--- src/rtl/bt656_pkg.sv ---
`timescale 1ns/1ps
package bt656_pkg;

    // Number of symbols ahead of the status word in a timing reference
    localparam int PRE_LEN = 3;

    typedef enum logic [1:0] {
        CAP_ACTIVE  = 2'd0,
        CAP_VBLANK  = 2'd1,
        CAP_ALL     = 2'd2,
        CAP_ALL_ALT = 2'd3
    } cap_mode_t;

    typedef enum logic [1:0] {
        DET_IDLE,
        DET_ONES,
        DET_ZERO1,
        DET_ZERO2
    } det_state_t;

    typedef enum logic [1:0] {
        CTL_OFF,
        CTL_HUNT,
        CTL_RUN
    } ctl_state_t;

    // Status word check: marker bit plus the four protection bits
    function automatic logic status_ok(input logic [7:0] w);
        return w[7]
            && (w[3] == (w[5] ^ w[4]))
            && (w[2] == (w[6] ^ w[4]))
            && (w[1] == (w[6] ^ w[5]))
            && (w[0] == (w[6] ^ w[5] ^ w[4]));
    endfunction

endpackage

--- src/rtl/bt656_trs_detect.sv ---
`timescale 1ns/1ps
module bt656_trs_detect
    import bt656_pkg::*;
#(
    parameter int SYNC_W = 8
) (
    input  logic              clk,
    input  logic              rst,
    input  logic              enable,
    input  logic              in_valid,
    input  logic [SYNC_W-1:0] sym,
    output logic              trs_hit,
    output logic              word_v,
    output logic              word_h,
    output logic              f_change,
    output logic              cur_v,
    output logic              cur_h
);

    det_state_t st, st_nxt;
    logic accept, is_ones, is_zero, word_ok, word_f;
    logic cur_f;

    always_comb begin
        accept  = enable & in_valid;
        is_ones = &sym;
        is_zero = ~|sym;
        word_ok = status_ok(sym[SYNC_W-1 -: 8]);
        word_f  = sym[SYNC_W-2];
        word_v  = sym[SYNC_W-3];
        word_h  = sym[SYNC_W-4];
        trs_hit  = accept && (st == DET_ZERO2) && word_ok;
        f_change = trs_hit && (word_f != cur_f);
    end

    always_comb begin
        st_nxt = st;
        if (accept) begin
            unique case (st)
                DET_IDLE:  st_nxt = is_ones ? DET_ONES : DET_IDLE;
                DET_ONES:  st_nxt = is_zero ? DET_ZERO1 : (is_ones ? DET_ONES : DET_IDLE);
                DET_ZERO1: st_nxt = is_zero ? DET_ZERO2 : (is_ones ? DET_ONES : DET_IDLE);
                DET_ZERO2: st_nxt = is_ones ? DET_ONES : DET_IDLE;
                default:   st_nxt = DET_IDLE;
            endcase
        end
    end

    always_ff @(posedge clk) begin
        if (rst || !enable) st <= DET_IDLE;
        else                st <= st_nxt;
    end

    always_ff @(posedge clk) begin
        if (rst || !enable) begin
            cur_f <= 1'b0;
            cur_v <= 1'b1;
            cur_h <= 1'b1;
        end else if (trs_hit) begin
            cur_f <= word_f;
            cur_v <= word_v;
            cur_h <= word_h;
        end
    end

    // a failed protection check leaves the tracked flags alone
    assert_bad_word_ignored_R3: assert property (@(posedge clk) disable iff (rst)
        (accept && st == DET_ZERO2 && !word_ok) |=> ($stable(cur_f) && $stable(cur_v) && $stable(cur_h)));

endmodule

--- src/rtl/bt656_ctrl.sv ---
`timescale 1ns/1ps
module bt656_ctrl
    import bt656_pkg::*;
(
    input  logic      clk,
    input  logic      rst,
    input  logic      enable,
    input  cap_mode_t cap_mode,
    input  logic      trs_hit,
    input  logic      f_change,
    output logic      locked,
    output cap_mode_t mode_q,
    output cap_mode_t mode_nxt
);

    ctl_state_t st, st_nxt;
    logic mode_load;

    always_comb begin
        st_nxt = st;
        unique case (st)
            CTL_OFF:  st_nxt = enable ? CTL_HUNT : CTL_OFF;
            CTL_HUNT: st_nxt = !enable ? CTL_OFF : (trs_hit ? CTL_RUN : CTL_HUNT);
            CTL_RUN:  st_nxt = !enable ? CTL_OFF : CTL_RUN;
            default:  st_nxt = CTL_OFF;
        endcase
    end

    always_ff @(posedge clk) begin
        if (rst) st <= CTL_OFF;
        else     st <= st_nxt;
    end

    always_comb begin
        locked    = (st == CTL_RUN);
        mode_load = (st == CTL_OFF) || f_change;
        mode_nxt  = mode_load ? cap_mode : mode_q;
    end

    always_ff @(posedge clk) begin
        if (rst) mode_q <= CAP_ACTIVE;
        else     mode_q <= mode_nxt;
    end

    // while enabled the policy moves only on a field change
    assert_mode_held_R9: assert property (@(posedge clk) disable iff (rst)
        (st != CTL_OFF && !f_change) |=> $stable(mode_q));

endmodule

--- src/rtl/bt656_gate.sv ---
`timescale 1ns/1ps
module bt656_gate
    import bt656_pkg::*;
#(
    parameter int DATA_W = 10,
    parameter int SYNC_W = 8
) (
    input  logic              clk,
    input  logic              rst,
    input  logic              enable,
    input  logic              wide_mode,
    input  logic              in_valid,
    input  logic [DATA_W-1:0] in_data,
    input  logic              trs_hit,
    input  logic              word_v,
    input  logic              word_h,
    input  logic              f_change,
    input  logic              cur_v,
    input  logic              cur_h,
    input  logic              locked,
    input  cap_mode_t         mode_q,
    input  cap_mode_t         mode_nxt,
    output logic              out_valid,
    output logic [DATA_W-1:0] out_data,
    output logic              out_sol,
    output logic              out_sof
);

    localparam int NARROW_BITS = DATA_W - SYNC_W;
    localparam logic [DATA_W-1:0] NARROW_MASK = {DATA_W{1'b1}} << NARROW_BITS;
    localparam int LAST = PRE_LEN - 1;

    logic [DATA_W-1:0] stg_d   [PRE_LEN];
    logic              stg_vld [PRE_LEN];
    logic              stg_fwd [PRE_LEN];
    logic              stg_sol [PRE_LEN];
    logic              stg_sof [PRE_LEN];

    logic accept, entry_fwd, trs_fwd, new_fwd, new_sof, fire;
    logic sol_pend, sof_pend;

    always_comb begin
        accept = enable & in_valid;
        unique case (mode_q)
            CAP_ACTIVE: begin
                entry_fwd = locked & !cur_v & !cur_h;
                trs_fwd   = 1'b0;
            end
            CAP_VBLANK: begin
                entry_fwd = locked & cur_v;
                trs_fwd   = word_v;
            end
            default: begin
                entry_fwd = 1'b1;
                trs_fwd   = 1'b1;
            end
        endcase
        new_fwd = trs_hit ? trs_fwd : entry_fwd;
        new_sof = sof_pend & new_fwd & !trs_hit;
        fire    = stg_vld[LAST] & (trs_hit ? trs_fwd : stg_fwd[LAST]);
    end

    always_ff @(posedge clk) begin
        if (rst || !enable) begin
            for (int i = 0; i < PRE_LEN; i++) begin
                stg_d[i]   <= '0;
                stg_vld[i] <= 1'b0;
                stg_fwd[i] <= 1'b0;
                stg_sol[i] <= 1'b0;
                stg_sof[i] <= 1'b0;
            end
            sol_pend  <= 1'b0;
            sof_pend  <= 1'b0;
            out_valid <= 1'b0;
            out_data  <= '0;
            out_sol   <= 1'b0;
            out_sof   <= 1'b0;
        end else if (accept) begin
            out_valid <= fire;
            out_data  <= wide_mode ? stg_d[LAST] : (stg_d[LAST] & NARROW_MASK);
            out_sol   <= fire & stg_sol[LAST];
            out_sof   <= fire & stg_sof[LAST];
            for (int i = LAST; i > 0; i--) begin
                stg_d[i]   <= stg_d[i-1];
                stg_vld[i] <= stg_vld[i-1];
                stg_fwd[i] <= trs_hit ? trs_fwd : stg_fwd[i-1];
                stg_sol[i] <= stg_sol[i-1];
                stg_sof[i] <= stg_sof[i-1];
            end
            stg_d[0]   <= in_data;
            stg_vld[0] <= 1'b1;
            stg_fwd[0] <= new_fwd;
            stg_sol[0] <= sol_pend;
            stg_sof[0] <= new_sof;
            sol_pend   <= trs_hit & ((mode_nxt == CAP_ACTIVE) ? !word_h : word_h);
            if (f_change)                 sof_pend <= 1'b1;
            else if (new_fwd && !trs_hit) sof_pend <= 1'b0;
        end else begin
            out_valid <= 1'b0;
            out_sol   <= 1'b0;
            out_sof   <= 1'b0;
        end
    end

    // nothing leaves the block the cycle after it is disabled
    assert_quiet_when_off_R1: assert property (@(posedge clk) disable iff (rst)
        !enable |=> (!out_valid && !out_sol && !out_sof));

    // a detected status word always has its three leading symbols held here
    assert_preamble_buffered_R2: assert property (@(posedge clk) disable iff (rst)
        trs_hit |-> (stg_vld[0] && stg_vld[1] && stg_vld[2]
                     && (&stg_d[2][DATA_W-1 -: SYNC_W])
                     && (~|stg_d[1][DATA_W-1 -: SYNC_W])
                     && (~|stg_d[0][DATA_W-1 -: SYNC_W])));

endmodule

--- src/rtl/bt656_preamble_filter.sv ---
`timescale 1ns/1ps
module bt656_preamble_filter
    import bt656_pkg::*;
#(
    parameter int DATA_W = 10,
    parameter int SYNC_W = 8
) (
    input  logic              clk,
    input  logic              rst,
    input  logic              enable,
    input  logic [1:0]        cap_mode,
    input  logic              wide_mode,
    input  logic              in_valid,
    input  logic [DATA_W-1:0] in_data,
    output logic              out_valid,
    output logic [DATA_W-1:0] out_data,
    output logic              out_sol,
    output logic              out_sof
);

    logic      trs_hit, word_v, word_h, f_change, cur_v, cur_h, locked;
    cap_mode_t mode_q, mode_nxt;

    bt656_trs_detect #(.SYNC_W(SYNC_W)) u_detect (
        .clk      (clk),
        .rst      (rst),
        .enable   (enable),
        .in_valid (in_valid),
        .sym      (in_data[DATA_W-1 -: SYNC_W]),
        .trs_hit  (trs_hit),
        .word_v   (word_v),
        .word_h   (word_h),
        .f_change (f_change),
        .cur_v    (cur_v),
        .cur_h    (cur_h)
    );

    bt656_ctrl u_ctrl (
        .clk      (clk),
        .rst      (rst),
        .enable   (enable),
        .cap_mode (cap_mode_t'(cap_mode)),
        .trs_hit  (trs_hit),
        .f_change (f_change),
        .locked   (locked),
        .mode_q   (mode_q),
        .mode_nxt (mode_nxt)
    );

    bt656_gate #(.DATA_W(DATA_W), .SYNC_W(SYNC_W)) u_gate (
        .clk       (clk),
        .rst       (rst),
        .enable    (enable),
        .wide_mode (wide_mode),
        .in_valid  (in_valid),
        .in_data   (in_data),
        .trs_hit   (trs_hit),
        .word_v    (word_v),
        .word_h    (word_h),
        .f_change  (f_change),
        .cur_v     (cur_v),
        .cur_h     (cur_h),
        .locked    (locked),
        .mode_q    (mode_q),
        .mode_nxt  (mode_nxt),
        .out_valid (out_valid),
        .out_data  (out_data),
        .out_sol   (out_sol),
        .out_sof   (out_sof)
    );

endmodule

--- config.mk ---
export PLATFORM = sky130hd
export DESIGN_NAME = bt656_preamble_filter
export DESIGN_NICKNAME = d
export VERILOG_FILES = /design/src/rtl/bt656_pkg.sv /design/src/rtl/bt656_trs_detect.sv /design/src/rtl/bt656_ctrl.sv /design/src/rtl/bt656_gate.sv /design/src/rtl/bt656_preamble_filter.sv
export SDC_FILE = /design/constraint.sdc
export NUM_CORES = 1
export LEC_CHECK = 0
export ABC_AREA = 1
export BUFFER_PORTS_ARGS = -buffer_cell sky130_fd_sc_hd__buf_2
export CAP_MARGIN = 0
export CORE_MARGIN = 2
export CORE_UTILIZATION = 25
export DETAILED_ROUTE_END_ITERATION = 10
export SYNTH_ARGS = -nofsm -noshare
export SYNTH_HDL_FRONTEND = slang
export SYNTH_SLANG_ARGS = --single-unit
--- constraint.sdc ---
create_clock -name clk -period 4.4 [get_ports clk]
set_input_delay 0.22 -clock clk [delete_from_list [all_inputs] [get_ports clk]]
set_output_delay 0.22 -clock clk [all_outputs]
set_load 0.05 [all_outputs]
# Word-level counts from Yosys, hierarchy flattened
# Memories as Yosys holds them, arrays and structs flattened.
# Index checks and enable logic that the tools add are counted.
[word_totals]
mem_bits_rw = 42
word_cells = 123
memories = 5
output_inout_bits = 13
regBits = 24
input_bits = 17
[memory_table]
columns = ["name", "depth", "word_bits", "rd", "rd_clocked_by_memory_dff", "write_ports", "line", "text"]
rows = [
  ["u_gate.stg_d", 3, 10, 3, 0, 3, "bt656_gate.sv:33", "logic [DATA_W-1:0] stg_d [PRE_LEN];"],
  ["u_gate.stg_fwd", 3, 1, 3, 0, 3, "bt656_gate.sv:35", "logic stg_fwd [PRE_LEN];"],
  ["u_gate.stg_sof", 3, 1, 3, 0, 3, "bt656_gate.sv:37", "logic stg_sof [PRE_LEN];"],
  ["u_gate.stg_sol", 3, 1, 3, 0, 3, "bt656_gate.sv:36", "logic stg_sol [PRE_LEN];"],
  ["u_gate.stg_vld", 3, 1, 3, 0, 3, "bt656_gate.sv:34", "logic stg_vld [PRE_LEN];"],
]
[op_classes]
muxes = 40
n_reduce_logical = 25
bitwise_logic = 30
eq_ne = 11
[op_table]
columns = ["operator", "n"]
rows = [
  ["$mux 10", 3],
  ["$mux 1", 26],
  ["$or 1x1->1", 15],
  ["$mux 2", 7],
  ["$pmux 2 s3", 2],
  ["$and 1x1->1", 10],
  ["$logic_and 1x1->1", 8],
  ["$logic_not 2->1", 4],
  ["$reduce_and 8->1", 1],
  ["$reduce_or 8->1", 1],
  ["$eq 2x1->1 const B", 3],
  ["$eq 2x2->1 const B", 3],
  ["$logic_not 1->1", 5],
  ["$eq 1x1->1", 4],
  ["$pmux 1 s2", 2],
  ["$reduce_or 2->1", 2],
  ["$xor 1x1->1", 4],
  ["$logic_or 1x1->1", 2],
  ["$reduce_and 2->1", 1],
  ["$reduce_bool 2->1", 1],
  ["$ne 1x1->1", 1],
  ["$not 1->1", 1],
]

# Logic depth before layout (Yosys ltp)
# Gate-level depths: netlist of the first run.
[logic_depth]
ltp_word = 13
depth_mapped = 16
ltp_nobuf = 16

# Modules after synthesis
# From an unflattened synthesis of the first run, not the netlist that was laid out.
[hier_totals]
hier_cells = 333
hier_area_um2 = 2936.6
[modules_own_cells]
columns = ["module", "cells_each", "instances", "area_per_inst_um2", "seq_area_each_um2"]
rows = [
  ["bt656_gate", 209, 1, 2208.4, 1561.5],
  ["bt656_trs_detect", 93, 1, 531.8, 100.1],
  ["bt656_ctrl", 31, 1, 196.4, 80.1],
]

# Worst setup path after synthesis of the first run
# OpenSTA, ideal clock, no wires.
[synth_path]
path_kind = "input port to flip-flop"
startpoint = "in rst"
endpoint = "mem u_gate.stg_d[0][0], enable pin"
required_time_ns = 3.999
slack_ns = 2.617
cell_stages = 4
path_buffers = 0
arrival_ns = 1.381
setup_ns = 0.401
cell_sequence = "inv_1 > nand2_1 > inv_1 > nand2_1"
[synth_rtl]
columns = ["element", "line", "text"]
rows = [
  ["start: declaration", "bt656_preamble_filter.sv:9", "input logic rst,"],
  ["end: declaration", "bt656_gate.sv:33", ""],
]

# Worst setup path in the final report of the first run
[layout_path]
startpoint = "reg u_detect.st[1]"
endpoint = "reg u_gate.sof_pend"
[layout_via]
elab_chain_cells = 7
elab_cells_between_ends = 10
classes_between = "eq/ne: 1; mux: 2; reduce/logical: 7"
[layout_lines]
columns = ["element", "line", "text"]
rows = [
  ["start: declaration", "bt656_trs_detect.sv:20", "det_state_t st, st_nxt;"],
  ["start signal: assignment", "bt656_trs_detect.sv:51", "else st <= st_nxt;"],
  ["$eq 2x2->1 *", "bt656_trs_detect.sv:32", "trs_hit = accept && (st == DET_ZERO2) && word_ok;"],
  ["$logic_and 1x1->1 * (2 in a row)", "bt656_trs_detect.sv:32", ""],
  ["$mux 1 or $logic_not 1->1 (tied branches)", "bt656_gate.sv:58, bt656_gate.sv:97", ""],
  ["$logic_and 1x1->1", "bt656_gate.sv:97", "else if (new_fwd && !trs_hit) sof_pend <= 1'b0;"],
  ["$reduce_bool 2->1 (no line)", "-", ""],
  ["$reduce_and 2->1 (no line)", "-", ""],
  ["end signal: assignment", "bt656_gate.sv:73", "sof_pend <= 1'b0;"],
  ["end signal: assignment", "bt656_gate.sv:96", "if (f_change) sof_pend <= 1'b1;"],
  ["end signal: assignment", "bt656_gate.sv:97", ""],
  ["end: declaration", "bt656_gate.sv:40", "logic sol_pend, sof_pend;"],
]
# Every way passes the cells marked *; elsewhere a longest branch is shown, timed or not.
# A chain may end at the register's enable or synchronous reset.

==> results of run 1 <==
==> cell families after synthesis <==
group                    share of synthesized area [%]
AO/OA/AOI/OAI                                    4.576
adder cells (fa/ha/maj)                          2.200
AND/OR/NAND/NOR                                  22.97
XOR/XNOR                                        0.3080
buffers and inverters                            8.711
flip-flops                                       61.24
==> registers in the layout (all words and copies together) (netlist names) <==
signal / cells
u_gate.stg_sof: 3
u_ctrl.st: 2
u_gate.out_sof: 1
u_gate.out_sol: 1
u_gate.stg_vld: 3
u_detect.cur_f: 1
u_gate.stg_sol: 3
u_detect.cur_v: 1
u_ctrl.mode_q: 2
u_detect.st: 2
u_gate.stg_fwd: 3
u_gate.sol_pend: 1
u_gate.stg_d: 30
u_gate.out_valid: 1
u_gate.sof_pend: 1
u_detect.cur_h: 1
u_gate.out_data: 10
==> cell type report <==
type	instances	area share, %
sequential	66	50.64
inverter	58	6.402
clock buffer	11	6.766
multi-input combinational	173	24.85
clock inverter	5	1.601
tap	140	5.093
timing repair buffer	31	4.656
==> synthesized netlist by cell type, types with 4 or more instances <==
| master | number | area share, % |
|---|---|---|
| clkbuf_1 | 5 | 0.66 |
| inv_2 | 5 | 0.66 |
| o21ai_0 | 6 | 1.1 |
| ha_1 | 5 | 2.2 |
| edfxtp_1 | 42 | 44 |
| dfxtp_1 | 24 | 17 |
| nand2_2 | 8 | 1.8 |
| a21oi_1 | 4 | 0.70 |
| nand2_1 | 48 | 6.3 |
| inv_1 | 52 | 6.9 |
| nand3_1 | 23 | 4.0 |
| nor2_1 | 57 | 7.5 |
==> critical path, cell delays in order (launching register included) <==
cell and delay [ns]:
dfxtp_1 0.37, ha_1 0.17, nand2_1 0.05, nor2_1 0.14, nand3_1 0.11, nor2_2 0.17
nand2_4 0.14, nand3b_2 0.12, inv_2 0.06, o31ai_1 0.20, nor2_1 0.07
==> routing by layer <==
layer	wire (um)	share of wire (%)	vias to the layer above	track usage [%]
met3	332	6.2	8	3.663
met4	78	1.5	0	4.000
met2	2277	43	47	14.15
li1	-	-	1034	-
met1	2663	50	930	12.47
met5	0	0	-	0
==> report_power, final <==
part	switching, mW	total (mW)	internal (mW)	leakage (nW)
Sequential	0.00771	0.693	0.685	0.670
Combinational	0.0630	0.0873	0.0243	0.739
Clock	0.247	0.683	0.436	0.136
==> per-stage QoR <==
stage | instance area [um2] | power, mW | utilization [%]
detailed placement | 3152 | 0.7935 | 28.70
finish | 3440 | 1.463 | 31.32
global placement | 3152 | 0.7913 | 28.70
CTS | 3440 | 1.483 | 31.32
floorplan | 2844 | 0.7634 | -
global route | 3440 | 1.524 | 31.32
==> final timing paths <==
| kind | end | depth (start not counted) |
|---|---|---|
| setup / recovery | u_gate.sof_pend | 10 |
| setup reg to reg | u_gate.sof_pend | 10 |
| hold reg to reg | u_gate.out_data[5] | 2 |
| hold / removal | u_ctrl.st[1] | 2 |
==> impl_metrics.py, run 1 <==
metrics = {
    "clock_network": {
        "clkSinkCount": 66,
        "clkLatencyLatePin_ns": 0.32,
        "htreeDepth": 3,
        "cts.path.max_buffers": 2,
        "clkTransAtPathRegs_ns": 0.05,
        "cts_tree": "yes",
        "cts_resized": 0,
        "numCtsBuffers": 9,
        "cts-root-buf": "clkbuf_16",
        "post_cts.repair.setup_buffers": 0,
        "cts_hold_buffers": 0,
    },
    "sta": {
        "setup_tns_ns": 0,
        "final.period_utilization_pct": 38.95,
        "slew_viol_final": 0,
        "fin_crit_ns": 1.714,
        "hold_slack_ns": 0.1131,
        "fmax_mhz": 583.5,
        "worst_slack_ns": 2.686,
        "slew_headroom_pct": 56.74,
        "setup_viol": 0,
        "tightest_slew_ns": 0.6480,
        "hold_viol_final": 0,
        "rsz0062_at_grt": "no",
        "skew_ns": 0.002160,
    },
    "critical_path": {
        "r2r_slack_ns": 2.69,
        "cp-start-kind": "register",
        "endpoint_kind": "register",
        "cp.required_ns": 4.61,
        "crit_path_max_fanout": 10,
        "cp-startpoint": "u_detect.st[1]",
        "crit_type": "reg2reg",
        "reg2reg_from": "u_detect.st[1]",
        "arrival_ns": 1.93,
    },
    "global_route": {
        "grt_pass1_wl_mm": 9.342,
        "antenna_found_initial": 0,
        "first_global_vias": 1999,
        "grtUsageTotal_pct": 9.549,
        "grt_max_degree": 45,
        "gr-total-overflow": 0,
    },
    "min_path": {
        "min_from": "rst",
        "min_path_type": "in2reg",
    },
    "logic_synthesis": {
        "synth_seq_cells": 66,
        "async_flop_share_pct": 0,
        "synth_nets": 326,
        "yosysWarnings": 0,
        "synth_cells": 304,
        "synth_cell_types": 31,
        "synth.avg_cell_area_um2": 9.355,
        "seq_area_frac_synth_pct": 61.24,
        "synth_edf_count": 42,
        "synth_top_flop_cell": "edfxtp_1",
        "synth.cell_area_mm2": 0.002844,
    },
    "floorplanning": {
        "ios": 30,
        "num_rows": 38,
        "core_mm2": 0.01098,
        "die_x_um": 110.7,
        "start_util_pct": 25.89,
        "chipHeight_um": 110.7,
        "die_area_mm2": 0.01224,
    },
    "status": {
        "status": "complete, no violations",
    },
    "placed_design": {
        "place_congestion": 0.7876,
        "place_ws_ns": 2.472,
        "dpl.hpwl_mm": 3.698,
        "numPortBuffers": 29,
        "dp_cells": 468,
    },
    "power": {
        "p_leak_nw": 1.545,
        "cellPowerDensity_mw_per_mm2": 425.4,
        "ir_drop_v": 0.0002415,
    },
    "finish": {
        "instances_no_fill": 484,
        "layout_commonest_cell": "nor2_1",
        "ff_latch_area_mm2": 0.001742,
        "drive_gt1_share_pct": 19.77,
        "antenna_cells": 0,
        "n_fill_cell": 1161,
        "nets": 361,
        "synthToLayoutAreaGrowth_pct": 20.94,
        "mostFrequentLayoutCells": "nor2_1 (57), inv_1 (52), nand2_1 (48), edfxtp_1 (42), buf_2 (29)",
        "multi_input_area_um2": 854.6,
    },
    "routing": {
        "antenna_left": 0,
        "post_drt_via_cell_ratio": 4.171,
        "wl_mm": 5.352,
        "dr_total_vias": 2019,
        "drt_iter0_markers": 116,
        "dr.pass1.iters": 4,
        "detail_route.wl_per_cell_um": 11.06,
        "drc": 0,
    },
    "job": {
        "cap_viol_max_count": 0,
    },
}
Power figures use the tool's default switching activity.
==> inputs of run 2 (changes only) <==
==> constraint.sdc (replaced) <==
create_clock -name clk -period 1.6 [get_ports clk]
set_input_delay 0.08 -clock clk [delete_from_list [all_inputs] [get_ports clk]]
set_output_delay 0.08 -clock clk [all_outputs]
set_load 0.05 [all_outputs]
==> impl_metrics.py, run 2 (synthesis results as in run 1) <==
metrics = {
    "sta": {
        "hold_slack_ns": 0.05139,
        "final.period_utilization_pct": 97.25,
        "skew_ns": 0.005018,
        "slew_headroom_pct": 63.16,
        "setup_tns_ns": 0,
        "hold_viol_final": 0,
        "setup_viol": 0,
        "fmax_mhz": 642.7,
        "fin_crit_ns": 1.556,
        "tightest_slew_ns": 0.5476,
        "slew_viol_final": 0,
        "rsz0062_at_grt": "yes",
    },
    "routing": {
        "drt_iter0_markers": 84,
        "detail_route.wl_per_cell_um": 11.04,
        "drc": 0,
        "antenna_left": 0,
        "wl_mm": 5.562,
        "post_drt_via_cell_ratio": 4.030,
        "dr.pass1.iters": 4,
        "dr_total_vias": 2031,
    },
    "finish": {
        "mostFrequentLayoutCells": "nor2_1 (56), inv_1 (52), nand2_1 (44), edfxtp_1 (42), buf_2 (29)",
        "n_fill_cell": 1108,
        "top_register": "u_gate.stg_d",
        "antenna_cells": 0,
        "utilization_pct": 33.86,
        "nets": 381,
        "synthToLayoutAreaGrowth_pct": 30.75,
        "largest_reg_flops": 30,
        "drive_gt1_share_pct": 27.20,
        "layout_commonest_cell": "nor2_1",
        "top_regs": "u_gate.stg_d (30), u_gate.out_data (10)",
    },
    "status": {
        "status": "complete, no violations",
    },
    "placed_design": {
        "numPortBuffers": 29,
        "place_congestion": 0.8282,
        "dpl.hpwl_mm": 3.758,
    },
    "global_route": {
        "grt_max_degree": 42,
        "antenna_found_initial": 0,
        "grt_pass1_wl_mm": 9.660,
        "grtUsageTotal_pct": 9.876,
        "first_global_vias": 2079,
        "gr-total-overflow": 0,
    },
    "power": {
        "p_leak_nw": 1.677,
        "cellPowerDensity_mw_per_mm2": 1123,
        "finalPower_mw": 4.177,
        "ir_drop_v": 0.0004345,
    },
    "floorplanning": {
        "core_mm2": 0.01098,
        "chipHeight_um": 110.7,
        "die_x_um": 110.7,
        "ios": 30,
        "die_area_mm2": 0.01224,
        "num_rows": 38,
        "start_util_pct": 25.89,
    },
    "critical_path": {
        "path_buf_inv": 1,
        "crit_path_max_fanout": 3,
        "r2r_slack_ns": 0.04,
        "cp-start-kind": "register",
        "rr_worst_depth": 14,
        "cp_top_family": "simple AND/OR/NAND/NOR gates",
        "cp.required_ns": 1.83,
        "arrival_ns": 1.78,
        "cp-startpoint": "u_detect.st[0]",
        "endpoint_kind": "register",
        "crit_type": "reg2reg",
        "cp_cell_sequence": "ha_4 -> nand2_4 -> nor2_4 -> nand3_2 -> nor2_4 -> nand3_2 -> nand2_2 -> nand2_2 -> nand2_2 -> nand2_1 -> nand2_1 -> nand3_1 -> nand2_1 -> inv_1",
        "crit_slowest_cell": "dfxtp_2",
        "crit_path_max_incr_delay_ns": 0.35,
        "timing.rr.end": "u_gate.sol_pend",
        "reg2reg_from": "u_detect.st[0]",
    },
    "clock_network": {
        "cts.path.max_buffers": 2,
        "clkLatencyLatePin_ns": 0.33,
        "clkTransAtPathRegs_ns": 0.05,
        "numCtsBuffers": 9,
        "cts-root-buf": "clkbuf_16",
        "cts_tree": "yes",
        "htreeDepth": 3,
        "clkSinkCount": 66,
    },
    "job": {
        "cap_viol_max_count": 0,
    },
    "min_path": {
        "worstHoldEndpoint": "u_gate.stg_d[0][1]",
        "min_from": "in_data[1]",
        "min_path_type": "in2reg",
        "hold_depth": 3,
    },
}
[run 2: changes by cell type in the layout (fill, tap and decap cells not counted), moves of 2 or more]
cell	change
buf_4	+17
nand2_1	-4
nand2_2	+3
clkbuf_1	-2
clkbuf_16	+2
clkinv_4	+2
dfxtp_1	-2
dfxtp_2	+2
dlygate4sd3_1	+2
nor2_4	+2
[run 2: worst reg2reg max path: stages, from the launching register on]
cell and delay (ns):
dfxtp_2 0.35, ha_4 0.14, nand2_4 0.05, nor2_4 0.10
nand3_2 0.09, nor2_4 0.13, nand3_2 0.10, nand2_2 0.11
nand2_2 0.06, nand2_2 0.07, nand2_1 0.05, nand2_1 0.05
nand3_1 0.06, nand2_1 0.06, inv_1 0.03
[run 2: worst max-delay path by stage]
| stage | endpoint | slack, ns | cells past startpoint |
|---|---|---|---|
| 3_5_place_dp | u_gate.sof_pend | -0.04 | 10 |
| 3_3_place_gp | u_gate.stg_fwd[0][0] | -0.03 | 10 |
| 4_1_cts | u_gate.sol_pend | 0.005 | 14 |
| 2_1_floorplan | u_gate.sol_pend | 0.10 | 14 |
| 6_report | u_gate.sol_pend | 0.04 | 14 |
| 5_1_grt | u_gate.sol_pend | -0.05 | 14 |
[run 2: power breakdown]
part | total [mW] | internal [mW] | switching, mW
clock network | 1.99 | 1.28 | 0.708
registers | 1.90 | 1.88 | 0.0206
logic | 0.286 | 0.0969 | 0.189
[run 2: repair_timing]
item / CTS / global route
setup endpoints to repair: 9 / 12
pin swaps: 9 / 11
setup buffers: 4 / 2
hold buffers: 2 / 0
hold endpoints to repair: 5 / 0
resized for setup: 13 / 4
[run 2: final cells by class]
class                   count  area, um2  area share, %
clock buffers              12      289.0          7.773
clock inverters             4      30.03         0.8075
inverters                  58      222.7          5.989
multi-input cells         173      929.6          25.00
flip-flops and latches     66       1744          46.90
well taps                 140      175.2          4.711
repair buffers             51      327.8          8.816
[run 2: metrics by stage]
step | setup WS, ns | area (um2) | cells
global placement | -0.03076 | 3257 | 480
detailed placement | -0.04411 | 3257 | 480
finish | 0.04398 | 3719 | 504
floorplan | 0.1047 | 2846 | 304
CTS | 0.004862 | 3689 | 502
global route | -0.05266 | 3719 | 504
[run 2: routing by layer]
| layer | track usage [%] | share of wire [%] | routed length, um |
|---|---|---|---|
| met5 | 0 | 0 | 0 |
| met3 | 4.319 | 5.4 | 301 |
| met1 | 12.13 | 49 | 2718 |
| met4 | 4.417 | 1.9 | 104 |
| met2 | 15.01 | 44 | 2438 |
